--- config.mk ---
export PLATFORM = sky130hd
export DESIGN_NAME = fp_status_ctrl_reg
export DESIGN_NICKNAME = d
export VERILOG_FILES = /design/src/rtl/fpscr_pkg.sv /design/src/rtl/fpscr_cond_unit.sv /design/src/rtl/fpscr_ctrl_unit.sv /design/src/rtl/fpscr_sticky_unit.sv /design/src/rtl/fp_status_ctrl_reg.sv
export SDC_FILE = /design/constraint.sdc
export NUM_CORES = 1
export LEC_CHECK = 0
export BUFFER_PORTS_ARGS = -buffer_cell sky130_fd_sc_hd__clkbuf_2
export CORE_ASPECT_RATIO = 1.25
export CORE_UTILIZATION = 38
export DETAILED_ROUTE_END_ITERATION = 10
export GPL_TIMING_DRIVEN = 0
export HOLD_SLACK_MARGIN = 0.03
export PLACE_DENSITY = 0.76
export RECOVER_POWER = 25
export SYNTH_ARGS = -nofsm -noshare
export SYNTH_HDL_FRONTEND = slang
export SYNTH_HIERARCHICAL = 1
export SYNTH_SLANG_ARGS = --single-unit
--- constraint.sdc ---
create_clock -name clk -period 0.9 [get_ports clk]
set_clock_uncertainty 0.2 [all_clocks]
set_input_delay 0.18 -clock clk [delete_from_list [all_inputs] [get_ports clk]]
set_output_delay 0.18 -clock clk [all_outputs]
set_load 0.01 [all_outputs]
--- src/rtl/fpscr_pkg.sv ---
package fpscr_pkg;

    localparam int WORD_W    = 32;
    localparam int NZCV_W    = 4;
    localparam int EXC_W     = 5;
    localparam int LEN_W     = 3;
    localparam int STRIDE_W  = 2;
    localparam int RMODE_W   = 2;
    localparam int LEN_LSB   = 16;
    localparam int STR_LSB   = 20;
    localparam int RM_LSB    = 22;
    localparam int NZCV_LSB  = WORD_W - NZCV_W;
    localparam int CTRL_LSB  = EXC_W;
    localparam int CTRL_W    = NZCV_LSB - CTRL_LSB;
    localparam int NUM_RMODE = 1 << RMODE_W;

    localparam logic [WORD_W-1:0] STORE_MASK = 32'hffc8_ffff;

    typedef enum logic [1:0] {
        REL_EQ = 2'd0,
        REL_LT = 2'd1,
        REL_GT = 2'd2,
        REL_UN = 2'd3
    } rel_e;

    typedef enum logic [RMODE_W-1:0] {
        RM_NEAREST = 2'd0,
        RM_POS_INF = 2'd1,
        RM_NEG_INF = 2'd2,
        RM_ZERO    = 2'd3
    } rmode_e;

    typedef struct packed {
        logic inexact;
        logic underflow;
        logic overflow;
        logic div_zero;
        logic invalid;
    } exc_t;

    typedef struct packed {
        logic              valid;
        rel_e              rel;
        logic              raise;
        logic              qnan;
        logic              snan;
    } cmp_req_t;

    function automatic logic [NZCV_W-1:0] rel_to_nzcv(rel_e r);
        logic [NZCV_W-1:0] f;
        unique case (r)
            REL_EQ:  f = 4'b0110;
            REL_LT:  f = 4'b1000;
            REL_GT:  f = 4'b0010;
            default: f = 4'b0011;
        endcase
        return f;
    endfunction

    function automatic logic cmp_invalid(cmp_req_t c);
        logic hit;
        hit = c.snan | (c.raise & c.qnan);
        return c.valid & hit;
    endfunction

    function automatic logic [NUM_RMODE-1:0] rmode_onehot(rmode_e m);
        logic [NUM_RMODE-1:0] oh;
        oh = '0;
        oh[m] = 1'b1;
        return oh;
    endfunction

endpackage

--- src/rtl/fpscr_cond_unit.sv ---
module fpscr_cond_unit
    import fpscr_pkg::*;
(
    input  logic              clk,
    input  logic              rst,
    input  cmp_req_t          cmp,
    input  logic              wr_en,
    input  logic [NZCV_W-1:0] wr_nzcv,
    output logic [NZCV_W-1:0] nzcv_q
);

    logic [NZCV_W-1:0] nzcv_d;

    // A compare outranks a software write in the same cycle.
    always_comb begin
        nzcv_d = nzcv_q;
        if (wr_en)
            nzcv_d = wr_nzcv;
        if (cmp.valid)
            nzcv_d = rel_to_nzcv(cmp.rel);
    end

    always_ff @(posedge clk) begin
        if (rst)
            nzcv_q <= '0;
        else
            nzcv_q <= nzcv_d;
    end

endmodule

--- src/rtl/fpscr_ctrl_unit.sv ---
module fpscr_ctrl_unit
    import fpscr_pkg::*;
(
    input  logic                 clk,
    input  logic                 rst,
    input  logic                 wr_en,
    input  logic [WORD_W-1:0]    wr_data,
    output logic [CTRL_W-1:0]    ctrl_q,
    output logic [LEN_W-1:0]     len_q,
    output logic [STRIDE_W-1:0]  stride_q,
    output logic [NUM_RMODE-1:0] round_sel
);

    localparam logic [CTRL_W-1:0] CTRL_MASK = STORE_MASK[NZCV_LSB-1:CTRL_LSB];
    localparam int RM_OFF = RM_LSB - CTRL_LSB;

    logic [CTRL_W-1:0] ctrl_masked;
    rmode_e            rmode;

    assign ctrl_masked = wr_data[NZCV_LSB-1:CTRL_LSB] & CTRL_MASK;

    always_ff @(posedge clk) begin
        if (rst) begin
            ctrl_q   <= '0;
            len_q    <= '0;
            stride_q <= '0;
        end else if (wr_en) begin
            ctrl_q   <= ctrl_masked;
            len_q    <= wr_data[LEN_LSB +: LEN_W];
            stride_q <= wr_data[STR_LSB +: STRIDE_W];
        end
    end

    assign rmode     = rmode_e'(ctrl_q[RM_OFF +: RMODE_W]);
    assign round_sel = rmode_onehot(rmode);

endmodule

--- src/rtl/fpscr_sticky_unit.sv ---
module fpscr_sticky_unit
    import fpscr_pkg::*;
(
    input  logic             clk,
    input  logic             rst,
    input  logic             wr_en,
    input  logic [EXC_W-1:0] wr_exc,
    input  exc_t             pulse,
    input  logic             cmp_inv,
    output exc_t             exc_q
);

    logic [EXC_W-1:0] set_vec;
    logic [EXC_W-1:0] q_vec;

    assign set_vec = pulse | {{(EXC_W-1){1'b0}}, cmp_inv};

    for (genvar i = 0; i < EXC_W; i++) begin : g_bit
        logic bit_q;
        always_ff @(posedge clk) begin
            if (rst)
                bit_q <= 1'b0;
            else if (wr_en)
                bit_q <= wr_exc[i] | set_vec[i];
            else
                bit_q <= bit_q | set_vec[i];
        end
        assign q_vec[i] = bit_q;
    end

    assign exc_q = exc_t'(q_vec);

endmodule

--- src/rtl/fp_status_ctrl_reg.sv ---
module fp_status_ctrl_reg
    import fpscr_pkg::*;
(
    input  logic        clk,
    input  logic        rst,
    input  logic        cmp_valid,
    input  logic [1:0]  cmp_rel,
    input  logic        cmp_raise,
    input  logic        cmp_qnan,
    input  logic        cmp_snan,
    input  logic        sw_wr_en,
    input  logic [31:0] sw_wr_data,
    input  logic [4:0]  exc_pulse,
    output logic [31:0] rd_data,
    output logic [3:0]  round_sel,
    output logic [2:0]  vec_len,
    output logic [1:0]  vec_stride
);

    cmp_req_t              cmp;
    logic [NZCV_W-1:0]     nzcv_q;
    logic [CTRL_W-1:0]     ctrl_q;
    logic [LEN_W-1:0]      len_q;
    logic [STRIDE_W-1:0]   stride_q;
    exc_t                  exc_q;
    logic [WORD_W-1:0]     stored;
    logic [WORD_W-1:0]     fields;

    assign cmp = '{valid: cmp_valid, rel: rel_e'(cmp_rel), raise: cmp_raise,
                   qnan: cmp_qnan, snan: cmp_snan};

    fpscr_cond_unit u_cond (
        .clk     (clk),
        .rst     (rst),
        .cmp     (cmp),
        .wr_en   (sw_wr_en),
        .wr_nzcv (sw_wr_data[WORD_W-1:NZCV_LSB]),
        .nzcv_q  (nzcv_q)
    );

    fpscr_ctrl_unit u_ctrl (
        .clk       (clk),
        .rst       (rst),
        .wr_en     (sw_wr_en),
        .wr_data   (sw_wr_data),
        .ctrl_q    (ctrl_q),
        .len_q     (len_q),
        .stride_q  (stride_q),
        .round_sel (round_sel)
    );

    fpscr_sticky_unit u_sticky (
        .clk     (clk),
        .rst     (rst),
        .wr_en   (sw_wr_en),
        .wr_exc  (sw_wr_data[EXC_W-1:0]),
        .pulse   (exc_t'(exc_pulse)),
        .cmp_inv (cmp_invalid(cmp)),
        .exc_q   (exc_q)
    );

    always_comb begin
        stored = {nzcv_q, ctrl_q, exc_q};
        fields = '0;
        fields[LEN_LSB +: LEN_W]    = len_q;
        fields[STR_LSB +: STRIDE_W] = stride_q;
        rd_data = stored | fields;
    end

    assign vec_len    = len_q;
    assign vec_stride = stride_q;

endmodule

# After elaboration in Yosys (flattened, before gate mapping)

Index checks and enable logic that the tools add are counted.

Order comparisons: 2
Equal/unequal tests: 2
Mux-type cells: 10
Bitwise gates (word level): 15
Reduce and logical (&&, ||, !) cells: 3

Operators with widths:

| operator                                                                             | count |
|---|---|
| 32-bit by 22-bit OR with 32-bit output                                               | 1 |
| 4-bit one-hot mux with 3 select lines                                                | 1 |
| 1-bit OR                                                                             | 11 |
| 4-bit two-way mux                                                                    | 2 |
| 1-bit two-way mux                                                                    | 6 |
| 5-bit by 1-bit OR with 5-bit output                                                  | 1 |
| 2-bit by 3-bit < comparator with 1-bit output (second input constant)                | 1 |
| 1-bit AND                                                                            | 2 |
| 1-bit demux with 2-bit select                                                        | 1 |
| 2-bit by 1-bit == test with 1-bit output (second input constant)                     | 1 |
| 2-bit == test (second input constant)                                                | 1 |
| 2-bit by 1-bit greater-or-equal comparator with 1-bit output (second input constant) | 1 |
| 2-bit zero test                                                                      | 1 |
| 2-bit nonzero test                                                                   | 1 |
| 1-bit logical AND                                                                    | 1 |

Register bits: 32
Input port bits: 46
Output and inout port bits: 41
Logic and storage cells: 41

# Depth between registers and ports, before layout

Gate-level depths: netlist (run 1).

Depth after elaboration: 6
Mapped depth: 4
Gate-level depth less buffers: 4

# Hierarchy

Netlist (run 1), hierarchy kept.

By module, submodules not included:

| module             | instances | cells an instance | area an instance (sq um) |
|---|---|---|---|
| fpscr_ctrl_unit    | 1         | 84                | 908.4 |
| fpscr_sticky_unit  | 1         | 26                | 242.7 |
| fpscr_cond_unit    | 1         | 22                | 206.4 |
| fp_status_ctrl_reg | 1         | 7                 | 42.5 |

# Least setup slack after synthesis (run 1)

OpenSTA, ideal clock, no wires.

Kind: register to register
From: register u_cond/nzcv_q[2] (netlist name)
To: register u_cond.nzcv_q[2]
Data arrival time: 0.734 ns
Data required time: 0.588 ns
Slack: -0.146 ns
Stages on the path, launching flop included: 4
Path buffers: 0
Period minus slack after synthesis: 1.046 ns
Path through: dfxtp_1 > mux2_4 > o21ai_2 > nor2_2

RTL lines:

| element                | RTL line              | RTL |
|---|---|---|
| end signal: assignment | fpscr_cond_unit.sv:27 | `nzcv_q <= nzcv_d;` |
| end: declaration       | fpscr_cond_unit.sv:9  | `output logic [NZCV_W-1:0] nzcv_q` |

# Worst setup path in the final report (run 1)

From: register u_ctrl.ctrl_q[17]
To: output round_sel[1]

Cells in the longest elaborated chain, start to end: 4
Elaborated cells between the ends (all ways): 5
Classes of those cells: order compare (2); mux (2); reduce/logical (1)

RTL lines:

| element                                                                                                                                             | RTL line                 | RTL |
|---|---|---|
| start: declaration                                                                                                                                  | fpscr_ctrl_unit.sv:8     | `output logic [CTRL_W-1:0] ctrl_q,` |
| start signal: assignment                                                                                                                            | fpscr_ctrl_unit.sv:28    | `ctrl_q <= ctrl_masked;` |
| 2-bit by 3-bit < comparator with 1-bit output (not written as such) or 2-bit by 1-bit greater-or-equal comparator with 1-bit output (tied branches) | fpscr_pkg.sv:69          | `oh[m] = 1'b1;` |
| 1-bit logical AND (not written as such)                                                                                                             | fpscr_pkg.sv:69          |  |
| 1-bit two-way mux (not written as such)                                                                                                             | fpscr_pkg.sv:69          |  |
| 1-bit demux with 2-bit select (*)                                                                                                                   | n/a                      |  |
| end: declaration                                                                                                                                    | fp_status_ctrl_reg.sv:15 | `output logic [3:0] round_sel,` |

Every way passes the cells marked *; elsewhere a longest branch is shown, timed or not.

==> results of run 1 <==
[power by group through the flow]
stage	Combinational [mW]	Clock, mW	Sequential (mW)
6_report	0.791	1.11	1.59
3_5_place_dp	0.605	0	1.59
2_1_floorplan	0.317	0	1.62
3_3_place_gp	0.597	0	1.59
4_1_cts	0.656	1.15	1.58
5_1_grt	0.859	1.22	1.60
[critical path, stage by stage (launching register included)]
cell and delay [ns]:
dfxtp_4 0.39, nor2b_2 0.16, buf_2 0.14
[cells by family (layout without fill, tap and decap cells)]
logic type / Yosys count / after routing / synth area share
DFF: 32 / 32 / 0.458
buffers and inverters: 21 / 124 / 0.126
AOI/OAI and AO/OA: 13 / 13 / 0.0581
other: 1 / 5 / 0.00268
muxes: 29 / 29 / 0.211
and+or+nand+nor: 43 / 43 / 0.145
[state kept, by name (all words and copies together) (netlist names)]
signal	count
u_ctrl/len_q	3
u_ctrl/stride_q	2
u_sticky/g_bit.bit_q	5
u_cond/nzcv_q	4
u_ctrl/ctrl_q	18
[through the flow]
step | utilization | setup slack, ns
4_1_cts | 0.612 | -0.419
6_report | 0.688 | -0.446
5_1_grt | 0.688 | -0.493
2_1_floorplan | - | -0.146
3_3_place_gp | 0.550 | -0.397
3_5_place_dp | 0.550 | -0.440
[cell usage in the layout, fill, tap and decap left out, types with 2 or more instances in the layout]
cell,instances
clkbuf_2,48
dfxtp_2,28
nor2b_4,2
nor2_1,26
or2_1,5
buf_12,3
nor2_2,2
nor2b_1,2
dfxtp_1,2
mux2i_1,28
clkbuf_8,6
inv_1,4
clkinv_2,2
buf_8,2
dfxtp_4,2
buf_2,4
buf_4,8
buf_6,44
a21oi_1,6
conb_1,5
[layout make-up]
cell class              instances  area (um2)  share of cell area
plain buffers                  14         154              0.0637
clock buffers                   6        82.6              0.0342
clock inverters                 2        10.0             0.00414
inverters                       4        15.0             0.00621
multi-input cells              90         626               0.259
flip-flops and latches         32         683               0.283
well taps                      39        48.8              0.0202
repair buffers                 98         797               0.330
[layer usage]
layer  global-route usage  part of all wire  wire length (um)  vias to the layer above
met5                    0                 0                 0                        -
met4               0.0732             0.018                58                        0
met3               0.0648             0.097               321                        5
met2                0.275              0.51              1680                       70
met1                0.177              0.38              1250                      549
li1                     -                 -                 -                      651
[path summary, 6_finish.rpt]
| check | endpoint | depth (start not counted) |
|---|---|---|
| max | round_sel[1] | 2 |
| min | u_sticky/g_bit[1].bit_q | 3 |
| max reg2reg | u_cond/nzcv_q[2] | 3 |
| min reg2reg | u_ctrl/ctrl_q[10] | 2 |
[timing repair]
action	4_1_cts	5_1_grt
gates cloned	0	1
gates resized for setup	38	77
hold endpoints to repair	31	29
endpoints found under the setup margin	64	64
setup buffers	6	6
pin swaps	2	5
==> impl_metrics.toml, run 1 <==
[placement]
place_area_mm2 = 0.00193
placed_cells = 268
hpwlAfterDp_mm = 2.16
port_buffers = 86
place_congestion = 0.718

[timing]
rsz0062_at_grt = "true"
finalSetupTns_ns = -11.12
finalHoldViolations = 28
slew_violations = 0
post-route-period-util = 1.50
layout_setup_ws_ns = -0.446
max_freq_mhz = 743
hold_slack_ns = -0.0906
min_period_ns = 1.35
setup_violations = 48

[clock_tree]
clockBufferDepth = 2
tritoncts = "built"
path_clk_slew_ns = 0.07
cts.htree.levels = 2
cts-root-buf = "clkbuf_8"
clk_latency_ns = 0.28
clock_sinks = 32
cts_buffers = 5

[logic_synthesis]
syn_inst = 139
syn_avg_cell_area_um2 = 10.1
ys_top_cells_by_count = "dfxtp_1, mux2i_1, nor2_1"
yosysSeqAreaShare = 0.458
yosys_warnings = 6
ys_ff_latch = 32
synth.top_cell.area_share = 0.458
yosysMostFrequentCell = "dfxtp_1"
synth_edf_count = 0
yosysTopAreaCell = "dfxtp_1"
async_flop_share = 0
syn_area_mm2 = 0.00140
synth_top_flop_cell = "dfxtp_1"
synth_area_leaders = "dfxtp_1, mux2i_1, nor2_1"
synth_cell_types = 26

[floorplanning]
die-height_um = 69.9
row_count = 24
initial_core_util = 0.399
core_mm2 = 0.00351
ios = 87
die_w_um = 56.3
die_area_mm2 = 0.00393

[power]
swShare = 0.249
powerDensity_mw_per_mm2 = 1450
p_switching_uw = 868
pwr-share-seq = 0.456
power_frac_comb = 0.226
p_int_mw = 2.63
power_leakage_nw = 1.26
power_mw = 3.49
pwr-share-clk = 0.318
peakVddDrop_uv = 1330

[global_routing]
overflow = 0
track_usage = 0.163
grt_pass1_vias = 1200
grt_max_degree = 15
grt_antenna_before_repair = 0
grt_pass1_wl_mm = 4.97

[setup_path]
critPathArrivalTime_ns = 0.97
cp.required_ns = 0.52
r2r_slack_ns = -0.16
timing.rr.start = "u_cond/nzcv_q[2]"
worstSetupStartpoint = "u_ctrl/ctrl_q[17]"
critPathLaunchType = "flop"
endpoint_kind = "output port"
critical_path_class = "flop to output port"
cp_max_fo = 6

[routing]
drt_iter0_markers = 17
ant_nets = 0
vias = 1275
drcViolationCount = 0
viasPerCell = 4.47
first_pass_iters = 3
wl_per_cell_um = 11.6
routed_wl_mm = 3.31

[hold_path]
hold_path.class = "input port to flop"
hp-start = "exc_pulse[1]"

[final_layout]
layout-drive-gt1-share = 0.646
final_cells = 285
syn2layout_area_growth_pct = 72.6
antenna_cells = 0
fill_cells = 278
nets = 291
fin_area_mm2 = 0.00242

[flow_run]
maxCapViolCount = 0

[run_status]
status = "finished with violations"
violations = "hold timing, setup timing"
Power figures use the tool's default switching activity.
==> run 2, diff against run 1 <==
--- a/config.mk
+++ b/config.mk
@@ -5,7 +5,7 @@
 export SDC_FILE = /design/constraint.sdc
 export NUM_CORES = 1
 export LEC_CHECK = 0
-export BUFFER_PORTS_ARGS = -buffer_cell sky130_fd_sc_hd__clkbuf_2
+export BUFFER_PORTS_ARGS = -buffer_cell sky130_fd_sc_hd__buf_2
 export CORE_ASPECT_RATIO = 1.25
 export CORE_UTILIZATION = 38
 export DETAILED_ROUTE_END_ITERATION = 10
==> impl_metrics.toml, run 2 (synthesis results as in run 1) <==
[final_layout]
layout-drive-gt1-share = 0.631
regMostFlops = "u_ctrl/ctrl_q"
fill_cells = 277
nets = 286
syn2layout_area_growth_pct = 69.5
layout_common_cells = "buf_2, buf_6, dfxtp_2, mux2i_1, nor2_1"
antenna_cells = 0
largest_reg_flops = 18
post-route-util = 0.676
final_cells = 280
top_regs = "u_ctrl/ctrl_q x18, u_sticky/g_bit.bit_q x5, u_cond/nzcv_q x4"
final_common_cell = "buf_2"

[setup_path]
critPathArrivalTime_ns = 0.95
worst_path_largest_cell_delay_ns = 0.33
critPathLaunchType = "flop"
cp.required_ns = 0.52
endpoint_kind = "output port"
critical_path_class = "flop to output port"
cp_slowest_cell = "dfxtp_2"
worstRegToRegCells = 3
r2r_slack_ns = -0.16
path_cells = "or2_1 -> buf_2"
cp_max_fo = 2
timing.rr.start = "u_cond/nzcv_q[2]"
timing.rr.end = "u_cond/nzcv_q[2]"

[routing]
ant_nets = 0
wl_per_cell_um = 11.0
drt_iter0_markers = 16
viasPerCell = 4.51
routed_wl_mm = 3.07
vias = 1262
first_pass_iters = 4
drcViolationCount = 0

[timing]
rsz0062_at_grt = "true"
max_freq_mhz = 753
finalHoldViolations = 29
setup_violations = 49
hold_slack_ns = -0.0857
post-route-period-util = 1.48
min_period_ns = 1.33
slew_violations = 0
layout_setup_ws_ns = -0.429

[flow_run]
maxCapViolCount = 0

[clock_tree]
cts-root-buf = "clkbuf_8"
clock_sinks = 32
tritoncts = "built"
cts_buffers = 5
cts.htree.levels = 2
clockBufferDepth = 2
clk_latency_ns = 0.28
path_clk_slew_ns = 0.07

[floorplanning]
ios = 87
row_count = 24
die_w_um = 56.3
core_mm2 = 0.00351
initial_core_util = 0.399
die_area_mm2 = 0.00393
die-height_um = 69.9

[placement]
port_buffers = 86
hpwlAfterDp_mm = 2.16
place_congestion = 0.725
placed_cells = 268

[hold_path]
hold_end = "u_sticky/g_bit[1].bit_q"
hp-start = "exc_pulse[1]"
hold_path.class = "input port to flop"
whs_path_depth = 3

[power]
power_frac_comb = 0.204
peakVddDrop_uv = 1500
p_int_mw = 2.81
pwr-share-seq = 0.432
power_mw = 3.69
powerDensity_mw_per_mm2 = 1550
power_leakage_nw = 1.22
swShare = 0.237
p_switching_uw = 875
pwr-share-clk = 0.364

[global_routing]
grt_pass1_vias = 1208
grt_antenna_before_repair = 0
track_usage = 0.165
grt_pass1_wl_mm = 5.05
overflow = 0
grt_max_degree = 15

[run_status]
status = "finished with violations"
violations = "hold timing, setup timing"
==> run 2: critical path: cells and delay by family, from the launching register on <==
family	cells	cell delay [ns]
flip-flops	1	0.33
AND/OR/NAND/NOR	1	0.20
buffers and inverters	1	0.14
==> run 2: repair_timing <==
item	4_1_cts	5_1_grt
setup endpoints to repair	64	64
resized for setup	66	5
buffers inserted	5	4
pin swaps	1	4
hold endpoints to repair	30	30
==> run 2: power groups by stage <==
stage / clock, mW / sequential, mW / combinational, mW
2_1_floorplan: 0 / 1.62 / 0.317
6_report: 1.34 / 1.59 / 0.751
4_1_cts: 1.38 / 1.59 / 0.730
3_3_place_gp: 0 / 1.59 / 0.597
5_1_grt: 1.45 / 1.61 / 0.813
3_5_place_dp: 0 / 1.59 / 0.604
==> run 2: cell type report <==
class | count | area (um2) | share of cell area
clock buffer | 6 | 72.6 | 0.0306
sequential | 32 | 683 | 0.288
inverter | 4 | 15.0 | 0.00633
buffer | 12 | 138 | 0.0580
clock inverter | 2 | 35.0 | 0.0148
tap | 39 | 48.8 | 0.0206
timing repair buffer | 95 | 758 | 0.319
multi-input combinational | 90 | 623 | 0.263
==> run 2: how the worst max path moves through the flow <==
stage                            start               end  cells past startpoint
floorplan             u_cond/nzcv_q[2]  u_cond/nzcv_q[2]                      3
global placement                   rst  u_ctrl/ctrl_q[5]                      3
detailed placement            sw_wr_en  u_ctrl/ctrl_q[9]                      5
CTS                    u_ctrl/len_q[2]       rd_data[18]                      2
global route           u_ctrl/len_q[2]       rd_data[18]                      2
finish              u_ctrl/stride_q[1]       rd_data[21]                      2
==> run 2: layer usage <==
metal  vias to the layer above  track usage  part of all wire
li1                        644            -                 -
met1                       542        0.181              0.41
met2                        70        0.275              0.48
met3                         6       0.0648             0.092
met4                         0       0.0813             0.021
met5                         -            0                 0
==> run 2: stage by stage <==
step	worst slack [ns]	hold WS [ns]	cell area (um2)	setup TNS [ns]
6_report	-0.429	-0.0857	2370	-11.31
5_1_grt	-0.463	-0.0913	2370	-12.88
4_1_cts	-0.426	-0.0906	2330	-11.30
3_5_place_dp	-0.384	0.225	1930	-11.01
3_3_place_gp	-0.376	0.212	1930	-10.85
2_1_floorplan	-0.146	0.0450	1450	-1.27
==> run 3, diff against run 2 <==
--- a/config.mk
+++ b/config.mk
@@ -7,13 +7,12 @@
 export LEC_CHECK = 0
 export BUFFER_PORTS_ARGS = -buffer_cell sky130_fd_sc_hd__buf_2
 export CORE_ASPECT_RATIO = 1.25
-export CORE_UTILIZATION = 38
+export CORE_UTILIZATION = 37
 export DETAILED_ROUTE_END_ITERATION = 10
 export GPL_TIMING_DRIVEN = 0
 export HOLD_SLACK_MARGIN = 0.03
-export PLACE_DENSITY = 0.76
+export PLACE_DENSITY = 0.75
 export RECOVER_POWER = 25
 export SYNTH_ARGS = -nofsm -noshare
 export SYNTH_HDL_FRONTEND = slang
-export SYNTH_HIERARCHICAL = 1
 export SYNTH_SLANG_ARGS = --single-unit
==> impl_metrics.toml, run 3 <==
[routing]
first_pass_iters = 6
routed_wl_mm = 3.61
drcViolationCount = 0
drt_iter0_markers = 19
vias = 1268
viasPerCell = 4.68
wl_per_cell_um = 13.3
ant_nets = 0

[global_routing]
track_usage = 0.182
grt_max_degree = 11
grt_pass1_wl_mm = 5.48
grt_pass1_vias = 1235
overflow = 0
grt_antenna_before_repair = 0

[clock_tree]
path_clk_slew_ns = 0.06
cts_buffers = 5
clk_latency_ns = 0.27
clockBufferDepth = 2
tritoncts = "built"
clock_sinks = 32
cts.htree.levels = 2
cts-root-buf = "clkbuf_8"

[logic_synthesis]
ys_ff_latch = 32
yosys_warnings = 0
synth_cell_types = 22
yosysSeqAreaShare = 0.477
yosysMostFrequentCell = "dfxtp_1"
synth_top_flop_cell = "dfxtp_1"
ys_top_cells_by_count = "dfxtp_1, nor2_1, mux2i_1"
syn_avg_cell_area_um2 = 10.1
synth_nets = 179
synth.top_cell.area_share = 0.477
synth_edf_count = 0
synth_area_leaders = "dfxtp_1, mux2i_1, nor2_1"
syn_inst = 133
syn_area_mm2 = 0.00134
async_flop_share = 0
yosysTopAreaCell = "dfxtp_1"

[final_layout]
top_regs = "u_ctrl.ctrl_q x18, u_sticky.g_bit.bit_q x5, u_cond.nzcv_q x4"
layout-drive-gt1-share = 0.668
final_common_cell = "buf_6"
largest_reg_flops = 18
regMostFlops = "u_ctrl.ctrl_q"
nets = 279
final_cells = 271
antenna_cells = 0
syn2layout_area_growth_pct = 80.9
layout_common_cells = "buf_6, buf_2, nor2_1"

[setup_path]
timing.rr.start = "u_sticky.g_bit[0].bit_q"
critPathLaunchType = "flop"
cp_num_buf_inv = 1
path_cells = "nor2b_4 -> buf_6"
cpLargestDelayFamily = "flip-flops"
worst_path_largest_cell_delay_ns = 0.39
cp_slowest_cell = "dfxtp_4"
cp_max_fo = 6
cp.required_ns = 0.52
endpoint_kind = "output port"
crit_cells = 2
worstSetupStartpoint = "u_ctrl.ctrl_q[18]"
critPathArrivalTime_ns = 0.92
worstRegToRegCells = 3
critical_path_class = "flop to output port"

[placement]
place_congestion = 0.663
placed_cells = 258
hpwlAfterDp_mm = 2.23
dp_slack_ns = -0.323
port_buffers = 86

[floorplanning]
initial_core_util = 0.386
core_mm2 = 0.00348
die_w_um = 55.9
die_area_mm2 = 0.00388
ios = 87
die-height_um = 69.4
row_count = 24

[timing]
slew_violations = 0
max_slew_margin = 0.714
setup_violations = 51
layout_setup_ws_ns = -0.397
min_period_ns = 1.30
tightest_slew_ns = 0.429
post-route-period-util = 1.44
finalHoldViolations = 28
max_freq_mhz = 771
hold_slack_ns = -0.0705
rsz0062_at_grt = "true"

[power]
pwr-share-seq = 0.470
peakVddDrop_uv = 1110
power_leakage_nw = 1.19
powerDensity_mw_per_mm2 = 1400
p_switching_uw = 841
power_frac_comb = 0.242
p_int_mw = 2.55
swShare = 0.248
pwr-share-clk = 0.288

[run_status]
violations = "hold timing, setup timing"
status = "finished with violations"

[hold_path]
whs_path_depth = 3
hold_path.class = "input port to flop"
hp-start = "exc_pulse[4]"

[flow_run]
maxCapViolCount = 0
[run 3: cell types whose count changed after synthesis, moves of 2 or more]
cell	before	now
o311a_1	0	2
or2_1	5	0
nor2b_1	5	8
clkbuf_1	1	3
mux2i_1	28	23
a21oi_1	6	0
nor2_1	27	31
inv_1	4	1
a211oi_1	2	7
[run 3: cell families (layout without fill, tap and decap cells)]
family | count (synthesis) | after routing | share of synthesized area
buf+inv | 19 | 118 | 0.117
simple gates | 44 | 44 | 0.147
compound gates | 14 | 14 | 0.0791
mux | 24 | 24 | 0.180
flops | 32 | 32 | 0.477
[run 3: layout make-up]
cell class              instances  area [um2]
well taps                      39        48.8
flip-flops and latches         32         686
multi-input cells              82         608
inverters                       1        3.75
plain buffers                  18         211
repair buffers                 93         801
clock buffers                   6        72.6
fillers                       275        1050
[run 3: metrics by stage]
step	utilization	total power [mW]	setup TNS (ns)	hold WS, ns	area, um2
2_1_floorplan	-	1.94	-1.36	0.0982	1420
3_3_place_gp	0.545	2.18	-9.28	0.202	1900
3_5_place_dp	0.545	2.19	-9.62	0.215	1900
4_1_cts	0.661	3.36	-10.84	-0.0786	2300
5_1_grt	0.698	3.57	-12.41	-0.0711	2430
6_report	0.698	3.39	-10.76	-0.0705	2430
[run 3: routing by layer]
layer | vias to the layer above | GRT usage | part of all wire | wire, um
met5 | - | 0 | 0 | 0
met4 | 0 | 0.0813 | 0.031 | 112
met3 | 12 | 0.0578 | 0.050 | 179
met2 | 57 | 0.340 | 0.55 | 1990
met1 | 566 | 0.180 | 0.37 | 1330
li1 | 633 | - | - | -
[run 3: worst min-delay path, stage by stage]
cell and delay (ns):
buf_2 0.09, a211oi_2 0.04, nor2_1 0.06
[run 3: path summary, 6_finish.rpt]
| check | endpoint | slack (ns) |
|---|---|---|
| setup / recovery | round_sel[2] | -0.40 |
| setup reg to reg | u_sticky.g_bit[0].bit_q | -0.21 |
| hold reg to reg | u_cond.nzcv_q[2] | 0.29 |
| hold / removal | u_sticky.g_bit[4].bit_q | -0.07 |
[run 3: power groups by stage]
stage	Clock (mW)	Combinational, mW	Sequential [mW]
floorplan	0	0.317	1.62
global placement	0	0.596	1.58
detailed placement	0	0.604	1.59
CTS	1.01	0.754	1.60
global route	1.08	0.877	1.61
finish	0.977	0.821	1.60
[run 3: what timing repair did]
item | 4_1_cts | 5_1_grt
buffers inserted | 1 | 3
pin swaps | 2 | 2
resized for setup | 79 | 11
endpoints found under the setup margin | 65 | 63
cloned | 0 | 3
hold endpoints to repair | 31 | 30
